$ cat src/rtl/irq_dest_pkg.sv
package irq_dest_pkg;
  localparam int DEST_W = 8;
  localparam int MODE_W = 3;
  localparam logic [MODE_W-1:0] DLV_FIXED  = 3'd0;
  localparam logic [MODE_W-1:0] DLV_LOWEST = 3'd1;
  localparam logic [DEST_W-1:0] DEST_ALL   = 8'hFF;
endpackage

$ cat src/rtl/irq_dest_match.sv
// Builds the candidate set from the destination byte and addressing mode.
module irq_dest_match
  import irq_dest_pkg::*;
#(
  parameter int N_TGT = 8
) (
  input  logic [DEST_W-1:0]            dest,
  input  logic                         logical,
  input  logic [N_TGT-1:0]             present,
  input  logic [N_TGT-1:0][DEST_W-1:0] phys_id,
  input  logic [N_TGT-1:0][DEST_W-1:0] log_id,
  output logic [N_TGT-1:0]             cand
);
  logic [N_TGT-1:0] phys_hit;
  logic [N_TGT-1:0] log_hit;
  logic [N_TGT-1:0] phys_first;

  for (genvar g = 0; g < N_TGT; g++) begin : g_slot
    assign phys_hit[g] = present[g] && (phys_id[g] == dest);
    assign log_hit[g]  = present[g] && ((dest & log_id[g]) != '0);
  end

  // isolate the lowest set bit: only the first matching slot survives
  assign phys_first = phys_hit & (~phys_hit + {{(N_TGT-1){1'b0}}, 1'b1});

  always_comb begin
    if (logical) begin
      cand = (dest == '0) ? '0 : log_hit;
    end else if (dest == DEST_ALL) begin
      cand = present;
    end else begin
      cand = phys_first;
    end
  end
endmodule

$ cat src/rtl/irq_lowest_pick.sv
// Picks one candidate with the smallest priority; ties go to the lower index.
module irq_lowest_pick #(
  parameter int N_TGT  = 8,
  parameter int PRIO_W = 4
) (
  input  logic [N_TGT-1:0]             cand,
  input  logic [N_TGT-1:0][PRIO_W-1:0] prio,
  output logic [N_TGT-1:0]             pick
);
  logic [PRIO_W-1:0] best;
  logic              found;

  always_comb begin
    pick  = '0;
    best  = '0;
    found = 1'b0;
    for (int i = 0; i < N_TGT; i++) begin
      if (cand[i] && (!found || (prio[i] < best))) begin
        pick    = '0;
        pick[i] = 1'b1;
        best    = prio[i];
        found   = 1'b1;
      end
    end
  end
endmodule

$ cat src/rtl/irq_dest_resolver.sv
module irq_dest_resolver
  import irq_dest_pkg::*;
#(
  parameter int N_TGT  = 8,
  parameter int PRIO_W = 4,
  parameter int PIN_W  = 5
) (
  input  logic                         clk,
  input  logic                         rst,
  input  logic                         req_valid,
  input  logic [7:0]                   req_dest,
  input  logic                         addr_logical,
  input  logic [2:0]                   dlv_mode,
  input  logic [7:0]                   req_vector,
  input  logic                         req_trig_level,
  input  logic [PIN_W-1:0]             req_pin,
  input  logic [N_TGT-1:0]             tgt_present,
  input  logic [N_TGT-1:0][7:0]        tgt_phys_id,
  input  logic [N_TGT-1:0][7:0]        tgt_log_id,
  input  logic [N_TGT-1:0][PRIO_W-1:0] tgt_prio,
  output logic                         res_valid,
  output logic [N_TGT-1:0]             res_targets,
  output logic [7:0]                   res_vector,
  output logic                         res_trig_level,
  output logic                         res_accepted
);
  localparam logic [N_TGT-1:0] SLOT0 = {{(N_TGT-1){1'b0}}, 1'b1};

  logic [N_TGT-1:0] cand;
  logic [N_TGT-1:0] lowest;
  logic [N_TGT-1:0] deliver;

  irq_dest_match #(.N_TGT(N_TGT)) u_match (
    .dest    (req_dest),
    .logical (addr_logical),
    .present (tgt_present),
    .phys_id (tgt_phys_id),
    .log_id  (tgt_log_id),
    .cand    (cand)
  );

  irq_lowest_pick #(.N_TGT(N_TGT), .PRIO_W(PRIO_W)) u_pick (
    .cand (cand),
    .prio (tgt_prio),
    .pick (lowest)
  );

  always_comb begin
    deliver = '0;
    if ((cand != '0) && ((dlv_mode == DLV_FIXED) || (dlv_mode == DLV_LOWEST))) begin
      if (req_pin == '0) begin
        deliver = SLOT0 & tgt_present;
      end else if (dlv_mode == DLV_FIXED) begin
        deliver = cand;
      end else begin
        deliver = lowest;
      end
    end
  end

  always_ff @(posedge clk) begin
    if (rst) begin
      res_valid      <= 1'b0;
      res_targets    <= '0;
      res_vector     <= '0;
      res_trig_level <= 1'b0;
      res_accepted   <= 1'b0;
    end else begin
      res_valid <= req_valid;
      if (req_valid) begin
        res_targets    <= deliver;
        res_vector     <= req_vector;
        res_trig_level <= req_trig_level;
        res_accepted   <= (deliver != '0);
      end else begin
        res_targets    <= '0;
        res_vector     <= '0;
        res_trig_level <= 1'b0;
        res_accepted   <= 1'b0;
      end
    end
  end
endmodule

$ cat config.mk
export PLATFORM = sky130hd
export DESIGN_NAME = irq_dest_resolver
export DESIGN_NICKNAME = d
export VERILOG_FILES = /design/src/rtl/irq_dest_pkg.sv /design/src/rtl/irq_dest_match.sv /design/src/rtl/irq_lowest_pick.sv /design/src/rtl/irq_dest_resolver.sv
export SDC_FILE = /design/constraint.sdc
export NUM_CORES = 1
export LEC_CHECK = 0
export BUFFER_PORTS_ARGS = -buffer_cell sky130_fd_sc_hd__buf_2
export CORE_ASPECT_RATIO = 0.8
export CORE_MARGIN = 1
export CORE_UTILIZATION = 48
export CTS_CLUSTER_SIZE = 14
export DETAILED_ROUTE_END_ITERATION = 16
export GPL_ROUTABILITY_DRIVEN = 0
export PLACE_DENSITY_LB_ADDON = 0.08
export SYNTH_ARGS = -nofsm -noshare
export SYNTH_HDL_FRONTEND = slang
export SYNTH_SLANG_ARGS = --single-unit
$ cat constraint.sdc
create_clock -name clk -period 23.4 [get_ports clk]
set_clock_uncertainty 0.1 [all_clocks]
set_input_delay 3.51 -clock clk [delete_from_list [all_inputs] [get_ports clk]]
set_output_delay 3.51 -clock clk [all_outputs]
set_load 0.03 [all_outputs]
### After elaboration in Yosys (flattened, before gate mapping)

Cells that the tools add are included.

| storage, ports and cells | value |
|---|---|
| register bits after elaboration | 19 |
| output and inout bits | 19 |
| input bits | 197 |
| logic and storage cells | 115 |

| operators by class | value |
|---|---|
| order comparisons | 7 |
| mux-type cells | 28 |
| bitwise logic cells | 11 |
| add/sub/neg operators | 1 |
| equal/unequal tests | 10 |
| reductions and logical operators | 53 |

Operators with widths:

| operator | count |
|---|---|
| 8-bit two-way mux | 13 |
| 8-bit nonzero test | 10 |
| 8-bit bitwise AND | 9 |
| 8-bit equality test | 8 |
| 4-bit less-than comparator | 7 |
| 4-bit two-way mux | 7 |
| 1-bit logical AND | 24 |
| 8-bit by 1-bit adder with 8-bit output, second input constant | 1 |
| 8-bit equality test, second input constant | 1 |
| 8-bit zero test | 1 |
| 1-bit logical OR | 8 |
| 1-bit two-way mux | 8 |
| 8-bit inverter | 1 |
| 1-bit zero test | 7 |
| 5-bit zero test | 1 |
| 3-bit by 1-bit equality test with 1-bit output, second input constant | 1 |
| 3-bit zero test | 1 |
| 2-bit OR reduction | 1 |
| 1-bit inverter | 1 |

### Longest topological paths before layout

Gate-level depths: netlist of run 1.

| logic depth | value |
|---|---|
| depth after elaboration | 40 |
| depth in mapped cells | 63 |
| mapped depth without buffers | 61 |

### By module

Synthesis of run 1 repeated with hierarchy kept, for this count alone.

| unflattened totals | value |
|---|---|
| cells, all modules | 440 |
| area total of the unflattened synthesis | 3415.8 um^2 |

Modules (own cells, without submodules):

| module | area an instance (um^2) | cells an instance | times used | sequential area each (um^2) |
|---|---|---|---|---|
| irq_dest_match | 1426.4 | 183 | 1 | 0.0 |
| irq_lowest_pick | 1333.8 | 185 | 1 | 0.0 |
| irq_dest_resolver | 655.6 | 72 | 1 | 380.4 |

### Worst setup path before layout of run 1

No wires, ideal clock.

| timing | value |
|---|---|
| path type | in2reg |
| start | in req_dest[3] |
| end | reg res_targets[7] |
| path slack | 9181 ps |
| arrival time | 14016 ps |
| path buffers | 2 |
| stages on the path | 57 |
| required time | 23197 ps |
| cells stage by stage | buf_4 -> or4_4 -> o21a_4 -> a32o_2 -> buf_6 -> nand2_1 -> ha_1 -> a21o_1 -> a21o_1 -> a41oi_1 -> o21ai_1 -> o21ai_0 -> inv_1 -> ha_1 -> nand3_1 -> nor3_1 -> o2bb2ai_1 -> nand2_1 -> [... 21 more ...] -> a31o_2 -> o31a_1 -> ha_1 -> a21o_1 -> a21oi_1 -> o21ai_0 -> inv_1 -> o31a_1 -> nor2_2 -> mux2_1 -> ha_1 -> o21ai_0 -> nand2b_1 -> a21oi_1 -> nor2_1 -> nand2_1 -> o21ai_2 -> a2111oi_2 |

| between the ends | value |
|---|---|
| word-level cells in the longest chain between the ends | 39 |
| elaborated cells on any way between the ends | 101 |
| classes of those cells | add/sub: 1; order compare: 7; eq/ne: 9; mux: 26; bitwise: 10; reduce/logical: 48 |

Ends and longest elaborated chain:

| item | line | RTL |
|---|---|---|
| start, declared | irq_dest_resolver.sv:11 | `input logic [7:0] req_dest,` |
| 8-bit equality test | irq_dest_match.sv:19 | `assign phys_hit[g] = present[g] && (phys_id[g] == dest);` |
| 1-bit logical AND | irq_dest_match.sv:19 |  |
| 8-bit inverter | irq_dest_match.sv:24 | `assign phys_first = phys_hit & (~phys_hit + {{(N_TGT-1){1'b0}}, 1'b1});` |
| 8-bit by 1-bit adder with 8-bit output | irq_dest_match.sv:24 |  |
| 8-bit bitwise AND | irq_dest_match.sv:24 |  |
| 8-bit two-way mux | irq_dest_match.sv:29 | `end else if (dest == DEST_ALL) begin` |
| 8-bit two-way mux (*) | irq_dest_match.sv:27 | `if (logical) begin` |
| 4-bit two-way mux / 1-bit two-way mux (equally long branches) | irq_lowest_pick.sv:18 | `if (cand[i] && (!found \|\| (prio[i] < best))) begin` |
| [... 23 more ...] | - |  |
| 4-bit two-way mux / 1-bit two-way mux (equally long branches) | irq_lowest_pick.sv:18 |  |
| 4-bit less-than comparator / 1-bit zero test (equally long branches) | irq_lowest_pick.sv:18 |  |
| 1-bit logical OR | irq_lowest_pick.sv:18 |  |
| 1-bit logical AND | irq_lowest_pick.sv:18 |  |
| 8-bit two-way mux | irq_lowest_pick.sv:18 |  |
| 8-bit two-way mux | irq_dest_resolver.sv:53 | `end else if (dlv_mode == DLV_FIXED) begin` |
| 8-bit two-way mux | irq_dest_resolver.sv:51 | `if (req_pin == '0) begin` |
| 8-bit two-way mux (*) | irq_dest_resolver.sv:50 | `if ((cand != '0) && ((dlv_mode == DLV_FIXED) \|\| (dlv_mode == DLV_LOWEST))) begin` |
| end signal, assigned | irq_dest_resolver.sv:71 | `res_targets <= deliver;` |
| end, declared | irq_dest_resolver.sv:22 | `output logic [N_TGT-1:0] res_targets,` |

Mark *: on every way between the ends. The rest lies on a longest branch, timed or not.
A chain may end at the register's enable or synchronous reset.

### Worst setup path in the final report of run 1

| timing | value |
|---|---|
| start | in req_dest[2] |
| end | reg res_targets[7] |

Same word-level chain as after synthesis.

==> results of run 1 <==
==> cells by family after synthesis <==
logic type | share of synthesized area
AOI/OAI and AO/OA | 0.318
xor gates and xnor gates | 0.165
muxes | 0.0277
buffers and inverters | 0.0605
adders and majority gates | 0.0775
DFF | 0.112
and+or+nand+nor | 0.239
==> per-layer routing <==
layer,wire length (um),vias to the layer above,part of all wire,global-route usage
met5,0,-,0,0
met4,226,0,0.019,0.0701
met3,1010,14,0.085,0.0377
met2,5520,225,0.47,0.539
met1,5050,1918,0.43,0.414
li1,-,2037,-,-
==> final cells by class <==
cell class	count	area, um2	share of cell area
repair buffers	215	1080	0.239
flip-flops and latches	19	380	0.0843
well taps	87	109	0.0241
clock buffers	3	41.3	0.00915
inverters	25	93.8	0.0208
multi-input cells	372	2810	0.622
clock inverters	1	5.00	0.00111
==> cells in the final DEF, fill, tap and decap left out, drive strengths merged, types with 4 or more instances in the layout <==
master  count
buf       215
xnor2      55
a22oi      27
nand2      26
inv        25
ha         21
nor2       20
nand4      19
nand3      19
dfxtp      19
a21oi      18
o21ai      18
nor3       17
a21o       14
and2       13
xor2        9
o21a        7
a31oi       6
mux2i       6
o31a        6
or2         6
or4         5
o211ai      5
nor4        4
o32ai       4
==> path summary, 6_finish.rpt <==
| path | to | startpoint | slack, ns |
|---|---|---|---|
| setup / recovery | res_targets[7] | req_dest[2] | 7.79 |
| hold / removal | res_vector[5] | req_vector[5] | 3.35 |
==> stage by stage <==
stage | instances | util | setup WS [ns] | instance area, um2 | hold slack [ns]
global route | 722 | 0.658 | 6.83 | 4510 | 3.35
CTS | 722 | 0.658 | 7.97 | 4510 | 3.35
global placement | 718 | 0.651 | 8.24 | 4460 | 3.61
finish | 722 | 0.658 | 7.79 | 4510 | 3.35
floorplan | 435 | - | 9.18 | 3390 | 3.53
detailed placement | 718 | 0.651 | 7.74 | 4460 | 3.61
==> cell usage after synthesis, types with 2 or more instances <==
master / count / area (um2)
sky130_fd_sc_hd__or4_4: 4 / 45.0
sky130_fd_sc_hd__buf_2: 14 / 70.1
sky130_fd_sc_hd__nand4_1: 19 / 119
sky130_fd_sc_hd__o211ai_1: 4 / 30.0
sky130_fd_sc_hd__nor3_1: 14 / 70.1
sky130_fd_sc_hd__o21a_1: 6 / 45.0
sky130_fd_sc_hd__ha_1: 21 / 263
sky130_fd_sc_hd__o31a_1: 6 / 52.6
sky130_fd_sc_hd__nand2b_1: 3 / 18.8
sky130_fd_sc_hd__a22oi_1: 27 / 203
sky130_fd_sc_hd__o32ai_1: 3 / 26.3
sky130_fd_sc_hd__nand2_1: 26 / 97.6
sky130_fd_sc_hd__inv_1: 25 / 93.8
sky130_fd_sc_hd__nor4b_2: 2 / 30.0
sky130_fd_sc_hd__a21o_1: 14 / 105
sky130_fd_sc_hd__a211oi_2: 2 / 25.0
sky130_fd_sc_hd__a221oi_1: 3 / 26.3
sky130_fd_sc_hd__dfxtp_1: 19 / 380
sky130_fd_sc_hd__nand3_1: 19 / 95.1
sky130_fd_sc_hd__a31oi_1: 6 / 37.5
sky130_fd_sc_hd__nor3b_1: 3 / 22.5
sky130_fd_sc_hd__mux2i_1: 6 / 60.1
sky130_fd_sc_hd__xor2_1: 9 / 78.8
sky130_fd_sc_hd__o21ai_0: 13 / 65.1
sky130_fd_sc_hd__xnor2_1: 55 / 482
sky130_fd_sc_hd__mux2_1: 2 / 22.5
sky130_fd_sc_hd__o21ai_1: 2 / 10.0
sky130_fd_sc_hd__o31ai_1: 2 / 15.0
sky130_fd_sc_hd__nor2b_1: 3 / 18.8
sky130_fd_sc_hd__nor3_2: 3 / 30.0
sky130_fd_sc_hd__a21oi_1: 16 / 80.1
sky130_fd_sc_hd__and2_1: 12 / 75.1
sky130_fd_sc_hd__o21ai_2: 2 / 17.5
sky130_fd_sc_hd__buf_6: 2 / 22.5
sky130_fd_sc_hd__buf_4: 2 / 15.0
sky130_fd_sc_hd__a22o_1: 3 / 26.3
sky130_fd_sc_hd__nor4_1: 4 / 25.0
sky130_fd_sc_hd__or2_2: 5 / 31.3
sky130_fd_sc_hd__nor2_1: 19 / 71.3
sky130_fd_sc_hd__a31o_2: 2 / 17.5
==> report_power, final <==
part	internal [mW]	switching, mW
sequential	0.0332	0.000159
combinational	0.0467	0.0543
clock	0.0118	0.0105
==> registers in the layout, indices dropped and copies added (netlist names) <==
| register | flops |
|---|---|
| res_targets | 8 |
| res_vector | 8 |
| res_accepted | 1 |
| res_valid | 1 |
| res_trig_level | 1 |
==> flow_metrics.env, run 1 <==
export IMPL_die_area_um2=7410
export IMPL_dieWidth_um=96.0
export IMPL_critical_path_required_ns=23.44
export IMPL_final_antenna_net_count=0
export IMPL_tightestPinTransition_ns=0.870
export IMPL_slowest_stage="sky130_fd_sc_hd__or4_4"
export IMPL_finalSetupTns_ns=0
export IMPL_post_cts_hold_buffer_count=0
export IMPL_initial_util=0.494
export IMPL_peakVddDrop_mv=0.0205
export IMPL_antenna_diode_count=0
export IMPL_max_stage_delay_ns=0.60
export IMPL_drcViolationCount=0
export IMPL_h_tree_depth=1
export IMPL_clockRootBuffer="sky130_fd_sc_hd__clkbuf_8"
export IMPL_crit_path_frequent_cell="sky130_fd_sc_hd__ha_1"
export IMPL_grt_antenna_before_repair=0
export IMPL_async_reset_ff_frac=0
export IMPL_post_cts_setup_buffer_count=0
export IMPL_worst_setup_path_start_kind="input pin"
export IMPL_total_power_uw=157
export IMPL_grt_max_degree=19
export IMPL_power_leakage_nw=2.13
export IMPL_numPortBuffers=215
export IMPL_final_fill_count=663
export IMPL_synth_seq_area_share=0.112
export IMPL_post_drt_via_cell_ratio=5.81
export IMPL_yosys_warning_count=0
export IMPL_finalSetupViolCount=0
export IMPL_critical_path_max_fanout=18
export IMPL_wire_per_inst_um=16.4
export IMPL_cts_tree="yes"
export IMPL_report_final_hold_viol_count=0
export IMPL_yosysUniqueCellTypes=73
export IMPL_finalCritPeriodShare=0.667
export IMPL_dpl_hpwl_um=10000
export IMPL_area_growth_pct=33.0
export IMPL_max_freq_mhz=64.1
export IMPL_postRouteWirelength_um=11800
export IMPL_maxCapViolations=0
export IMPL_layout_drive_gt1_share=0.403
export IMPL_timing_max_transition_violations_final=0
export IMPL_rsz0062_at_grt="no"
export IMPL_numClockSinks=19
export IMPL_edff_count_synth=0
export IMPL_first_global_vias=3960
export IMPL_placement_rows=27
export IMPL_drt_pass1_iterations=6
export IMPL_hp_class="in2reg"
export IMPL_cts_inserted_buffers=3
export IMPL_clock_path_buffers=2
export IMPL_globalRouteTotalUtil=0.314
export IMPL_overflow=0
export IMPL_synth_avg_cell_area_um2=7.79
export IMPL_vias=4194
export IMPL_floorplan_die_height_um=77.2
export IMPL_cp_buffers_inverters=4
export IMPL_period_minus_slack_ns=15.61
export IMPL_total_of_cells_resized_after_clock_tree_synthesis=0
export IMPL_nets=854
export IMPL_cp_capture_type="flip-flop"
export IMPL_max_slew_margin_rel=0.416
export IMPL_power_per_cell_area_nw_per_um2=34.7
export IMPL_hold_path_depth=2
export IMPL_status="finished clean"
export IMPL_synthCells=435
export IMPL_synthesis_nets=653
export IMPL_ioPinCount=216
export IMPL_placeableCoreArea_um2=6860
export IMPL_synth_ff_type="sky130_fd_sc_hd__dfxtp_1"
export IMPL_cpLargestDelayFamily="compound AO/OA/AOI/OAI gates"
export IMPL_synthesis_area_um2=3390
export IMPL_critical_path_arrival_ns=15.65
export IMPL_drt_first_iter_violations=213
export IMPL_timing_critical_path_depth=56
export IMPL_ys_seq_elements=19
export IMPL_cts_reportedPaths_clkPinSlew_ns=0.07
export IMPL_crit_type="in2reg"
export IMPL_grt_first_pass_wirelength_um=18500
(Power assumes the default switching activity.)
==> inputs of run 2 (changes only) <==
- CORE_UTILIZATION: 48 -> 40
- clock period: 23.4 -> 14 ns (I/O delays scaled with it)
==> run 2 against run 1 <==
Effect of this change:
- worst setup slack lost 7.1 ns
- global-route usage decreased by 4.8 points
- core utilization decreased by 7.0 points
- combinational power increased by 75%
- first-iteration DRC count down 8.5%
- sequential share of layout area decreased by 0.40 points
- power increased by 73%
- worst hold slack worse by 1.4 ns
- die area increased by 20%
==> flow_metrics.env, run 2 (synthesized netlist as in run 1, its figures left out) <==
export IMPL_critical_path_max_fanout=8
export IMPL_tightestPinTransition_ns=0.801
export IMPL_crit_start="req_dest[2]"
export IMPL_numClockSinks=19
export IMPL_finalSetupViolCount=0
export IMPL_drt_pass1_iterations=4
export IMPL_critical_path_arrival_ns=13.41
export IMPL_status="finished clean"
export IMPL_cpLargestDelayFamily="compound AO/OA/AOI/OAI gates"
export IMPL_critical_path_required_ns=14.06
export IMPL_final_antenna_net_count=0
export IMPL_max_freq_mhz=74.9
export IMPL_grt_max_degree=16
export IMPL_top_regs="res_targets x8, res_vector x8"
export IMPL_postRouteWirelength_um=12100
export IMPL_clockRootBuffer="sky130_fd_sc_hd__clkbuf_8"
export IMPL_area_growth_pct=39.6
export IMPL_globalRouteTotalUtil=0.266
export IMPL_final_cell_mix="sky130_fd_sc_hd__buf_2, sky130_fd_sc_hd__xnor2_1, sky130_fd_sc_hd__a22oi_1"
export IMPL_post_drt_via_cell_ratio=5.53
export IMPL_power_per_cell_area_nw_per_um2=57.1
export IMPL_whs_ns=1.94
export IMPL_timing_max_transition_violations_final=0
export IMPL_maxCapViolations=0
export IMPL_antenna_diode_count=0
export IMPL_final_fill_count=812
export IMPL_numPortBuffers=215
export IMPL_finalCritPeriodShare=0.953
export IMPL_die_area_um2=8850
export IMPL_vias=4177
export IMPL_wire_per_inst_um=16.0
export IMPL_crit_type="in2reg"
export IMPL_layout_drive_gt1_share=0.444
export IMPL_placement_setup_worst_slack_ns=-0.0760
export IMPL_final_common_cell="sky130_fd_sc_hd__buf_2"
export IMPL_floorplan_die_height_um=84.4
export IMPL_overflow=0
export IMPL_multi_input_comb_area_um2=2910
export IMPL_drcViolationCount=0
export IMPL_max_stage_delay_ns=0.56
export IMPL_drt_first_iter_violations=195
export IMPL_final_setup_worst_slack_ns=0.654
export IMPL_initial_util=0.421
export IMPL_placement_rows=29
export IMPL_power_leakage_nw=2.20
export IMPL_cp_capture_type="flip-flop"
export IMPL_timing_hold_worst_start="req_vector[6]"
export IMPL_finish_instance_area_um2=4730
export IMPL_worst_setup_path_start_kind="input pin"
export IMPL_slowest_stage="sky130_fd_sc_hd__or4_4"
export IMPL_cts_reportedPaths_clkPinSlew_ns=0.07
export IMPL_area_after_dpl_um2=4570
export IMPL_clock_path_buffers=2
export IMPL_grt_first_pass_wirelength_um=19500
export IMPL_cp_buffers_inverters=4
export IMPL_cts_inserted_buffers=3
export IMPL_crit_path_frequent_cell="sky130_fd_sc_hd__a21o_1"
export IMPL_nets=867
export IMPL_grt_antenna_before_repair=0
export IMPL_max_slew_margin_rel=0.461
export IMPL_dpl_hpwl_um=10300
export IMPL_first_global_vias=4201
export IMPL_dieWidth_um=105
export IMPL_peakVddDrop_mv=0.0574
export IMPL_cts_tree="yes"
export IMPL_report_final_hold_viol_count=0
export IMPL_placeableCoreArea_um2=8060
export IMPL_sequential_cell_area_um2=380
export IMPL_post_cts_hold_buffer_count=0
export IMPL_ioPinCount=216
export IMPL_period_minus_slack_ns=13.35
export IMPL_hp_class="in2reg"
export IMPL_total_power_uw=270
export IMPL_finalCoreUtilization=0.588
export IMPL_h_tree_depth=1
==> run 2: changes by cell type in the layout (fill, tap and decap cells not counted), sizes merged <==
cell  before  now
buf      215  228
==> run 2: routing by layer <==
| metal | routed length, um | track usage |
|---|---|---|
| met3 | 711 | 0.0303 |
| met4 | 29 | 0.0243 |
| met1 | 5700 | 0.360 |
| met5 | 0 | 0 |
| met2 | 5650 | 0.470 |
==> run 2: what timing repair did <==
item	4_1_cts	5_1_grt
setup buffers	0	3
setup endpoints to repair	0	8
resized for setup	0	26
==> run 2: through the flow <==
step / setup TNS [ns] / instances
after floorplan: 0 / 435
after global placement: 0 / 749
after detailed placement: -0.100 / 749
after CTS: 0 / 753
after global routing: -0.350 / 756
final: 0 / 756
==> run 2: area by class of cell <==
class	count	share of cell area
flip-flops and latches	19	0.0803
clock inverters	1	0.00106
repair buffers	228	0.248
multi-input cells	372	0.614
well taps	108	0.0285
inverters	25	0.0198
clock buffers	3	0.00872
==> run 2: where the power goes <==
part | internal (mW) | switching (mW) | total, mW
sequential | 0.0555 | 0.000320 | 0.0558
combinational | 0.0834 | 0.0940 | 0.177
clock | 0.0198 | 0.0175 | 0.0372
==> run 2: path summary, 6_finish.rpt <==
kind  slack (ns)             end  depth (start not counted)
max         0.65  res_targets[2]                         57
min         1.94   res_vector[6]                          2
==> inputs of run 3 (changes only) <==
- ABC_AREA: unset -> 1
- CORE_UTILIZATION: 40 -> 39
- SKIP_LAST_GASP: unset -> 1
- SLEW_MARGIN: unset -> 20
==> run 3 against run 2 <==
Effect of this change:
- via count grew 3.4%
- first-iteration DRC count fell by 13%
- die area fell by 3.3%
- critical path type unchanged
- power shrank 9.7%
- maximum frequency grew 29%
- count of clock-buffer cells in the layout up 1
- non-clock buffer count down 13
- combinational power down 15%
==> flow_metrics.env, run 3 <==
export IMPL_status="finished clean"
export IMPL_synth_top_area_share=0.206
export IMPL_post_drt_via_cell_ratio=5.04
export IMPL_final_cell_mix="sky130_fd_sc_hd__buf_2, sky130_fd_sc_hd__nand2_1, sky130_fd_sc_hd__inv_1"
export IMPL_grt_max_degree=20
export IMPL_first_global_vias=4075
export IMPL_critical_path_max_fanout=13
export IMPL_max_slew_margin_rel=0.330
export IMPL_synth_ff_type="sky130_fd_sc_hd__dfxtp_1"
export IMPL_vias=4321
export IMPL_synth_cell_count_leaders="sky130_fd_sc_hd__nand2_1, sky130_fd_sc_hd__inv_1, sky130_fd_sc_hd__nor2_1, sky130_fd_sc_hd__o21ai_0, sky130_fd_sc_hd__nand3_1"
export IMPL_critical_path_arrival_ns=10.38
export IMPL_hp_class="in2reg"
export IMPL_grt_antenna_before_repair=1
export IMPL_cp_buffers_inverters=4
export IMPL_cpLargestDelayFamily="simple AND/OR/NAND/NOR gates"
export IMPL_dpl_hpwl_um=9580
export IMPL_max_stage_delay_ns=0.33
export IMPL_die_area_um2=8560
export IMPL_cts_inserted_buffers=3
export IMPL_max_freq_mhz=96.6
export IMPL_synth_seq_area_share=0.119
export IMPL_nets=968
export IMPL_synthesis_nets=765
export IMPL_ys_seq_elements=19
export IMPL_drt_first_iter_violations=169
export IMPL_synthesis_area_um2=3190
export IMPL_synthCells=547
export IMPL_final_fill_count=838
export IMPL_finish_instance_area_um2=4360
export IMPL_numClockSinks=19
export IMPL_drt_pass1_iterations=4
export IMPL_area_after_dpl_um2=4310
export IMPL_crit_path_frequent_cell="sky130_fd_sc_hd__nand2_1"
export IMPL_placement_rows=29
export IMPL_clock_path_buffers=2
export IMPL_final_common_cell="sky130_fd_sc_hd__buf_2"
export IMPL_synthDominantAreaCellType="sky130_fd_sc_hd__nand2_1"
export IMPL_period_minus_slack_ns=10.35
export IMPL_finalCritPeriodShare=0.739
export IMPL_grt_first_pass_wirelength_um=18400
export IMPL_ioPinCount=216
export IMPL_cts_reportedPaths_clkPinSlew_ns=0.07
export IMPL_yosysUniqueCellTypes=39
export IMPL_synth_avg_cell_area_um2=5.84
export IMPL_synth_top_cells_by_area="sky130_fd_sc_hd__nand2_1, sky130_fd_sc_hd__dfxtp_1, sky130_fd_sc_hd__ha_1"
export IMPL_critical_path_required_ns=14.04
export IMPL_placeableCoreArea_um2=7950
export IMPL_floorplan_die_height_um=82.9
export IMPL_postRouteWirelength_um=11400
export IMPL_total_of_cells_resized_after_clock_tree_synthesis=0
export IMPL_drcViolationCount=0
export IMPL_clockRootBuffer="sky130_fd_sc_hd__clkbuf_8"
export IMPL_worst_setup_path_start_kind="input pin"
export IMPL_h_tree_depth=1
export IMPL_edff_count_synth=0
export IMPL_yosys_cell_count_top_type="sky130_fd_sc_hd__nand2_1"
export IMPL_power_per_cell_area_nw_per_um2=56.0
export IMPL_slowest_stage="sky130_fd_sc_hd__o21ai_0"
export IMPL_crit_start="req_dest[4]"
export IMPL_post_cts_setup_buffer_count=0
export IMPL_peakVddDrop_mv=0.0557
export IMPL_top_regs="res_targets x8, res_vector x8"
export IMPL_maxCapViolations=0
export IMPL_timing_max_transition_violations_final=0
export IMPL_critical_path_endpoint="res_targets[1]"
export IMPL_globalRouteTotalUtil=0.268
export IMPL_cts_tree="yes"
export IMPL_power_leakage_nw=2.52
export IMPL_finalSetupTns_ns=0
export IMPL_report_final_hold_viol_count=0
export IMPL_overflow=0
export IMPL_finalSetupViolCount=0
export IMPL_wire_per_inst_um=13.3
export IMPL_cp_capture_type="flip-flop"
export IMPL_initial_util=0.402
export IMPL_area_growth_pct=36.5
export IMPL_layout_drive_gt1_share=0.336
export IMPL_timing_critical_path_depth=59
export IMPL_post_cts_hold_buffer_count=0
export IMPL_dieWidth_um=103
export IMPL_crit_type="in2reg"
export IMPL_placement_setup_worst_slack_ns=3.39
export IMPL_final_setup_worst_slack_ns=3.65
export IMPL_async_reset_ff_frac=0
export IMPL_tightestPinTransition_ns=0.997
export IMPL_numPortBuffers=215
export IMPL_yosys_warning_count=0
export IMPL_rsz0062_at_grt="no"
export IMPL_final_antenna_net_count=0
-- run 3: cell types whose count changed in the layout (fill, tap and decap cells not counted), sizes merged, moves of 9 or more --
| cell | delta |
|---|---|
| nand3 | +10 |
| buf | -13 |
| and2 | -12 |
| nor3 | -9 |
| inv | +42 |
| o21ai | +15 |
| a21o | -14 |
| xnor2 | -33 |
| nand2 | +167 |
| a221oi | +17 |
| nor2 | +25 |
| a22oi | -27 |
-- run 3: stage by stage --
step,hold WS [ns],utilization,std cells,power (mW)
2_1_floorplan,2.09,-,547,0.155
3_3_place_gp,2.19,0.543,853,0.204
3_5_place_dp,2.19,0.543,853,0.206
4_1_cts,1.91,0.548,857,0.246
5_1_grt,1.92,0.549,858,0.270
6_report,1.92,0.549,858,0.244
-- run 3: cells by family after synthesis --
kind of cell,count (synthesis),synth area share
flip-flops,19,0.119
adder cells (fa/ha/maj),21,0.0823
AO/OA/AOI/OAI,89,0.188
buffers and inverters,85,0.109
XOR/XNOR,30,0.0823
AND/OR/NAND/NOR,303,0.419
-- run 3: metal layers --
| layer | vias to the layer above | part of all wire | global-route usage |
|---|---|---|---|
| li1 | 2220 | - | - |
| met1 | 1908 | 0.46 | 0.353 |
| met2 | 178 | 0.46 | 0.462 |
| met3 | 15 | 0.072 | 0.0396 |
| met4 | 0 | 0.013 | 0.0435 |
| met5 | - | 0 | 0 |
-- run 3: final cells by class --
| class | instances | area, um2 | area share |
|---|---|---|---|
| flip-flops and latches | 19 | 380 | 0.0873 |
| well taps | 108 | 135 | 0.0310 |
| repair buffers | 215 | 1080 | 0.247 |
| multi-input cells | 443 | 2460 | 0.565 |
| clock buffers | 4 | 45.0 | 0.0103 |
| diodes | 1 | 2.50 | 0.000574 |
| inverters | 68 | 255 | 0.0586 |
-- run 3: power by group --
part | total [mW] | switching, mW | internal [mW]
logic | 0.150 | 0.0865 | 0.0639
clock network | 0.0380 | 0.0178 | 0.0202
registers | 0.0558 | 0.000284 | 0.0555
-- run 3: worst min path at each step --
stage                     startpoint         to  slack, ns  depth (start not counted)
after floorplan                  rst  res_valid       2.09                          1
after global placement           rst  res_valid       2.19                          2
after detailed placement         rst  res_valid       2.19                          2
after CTS                        rst  res_valid       1.91                          2
after global routing             rst  res_valid       1.92                          2
final                            rst  res_valid       1.92                          2
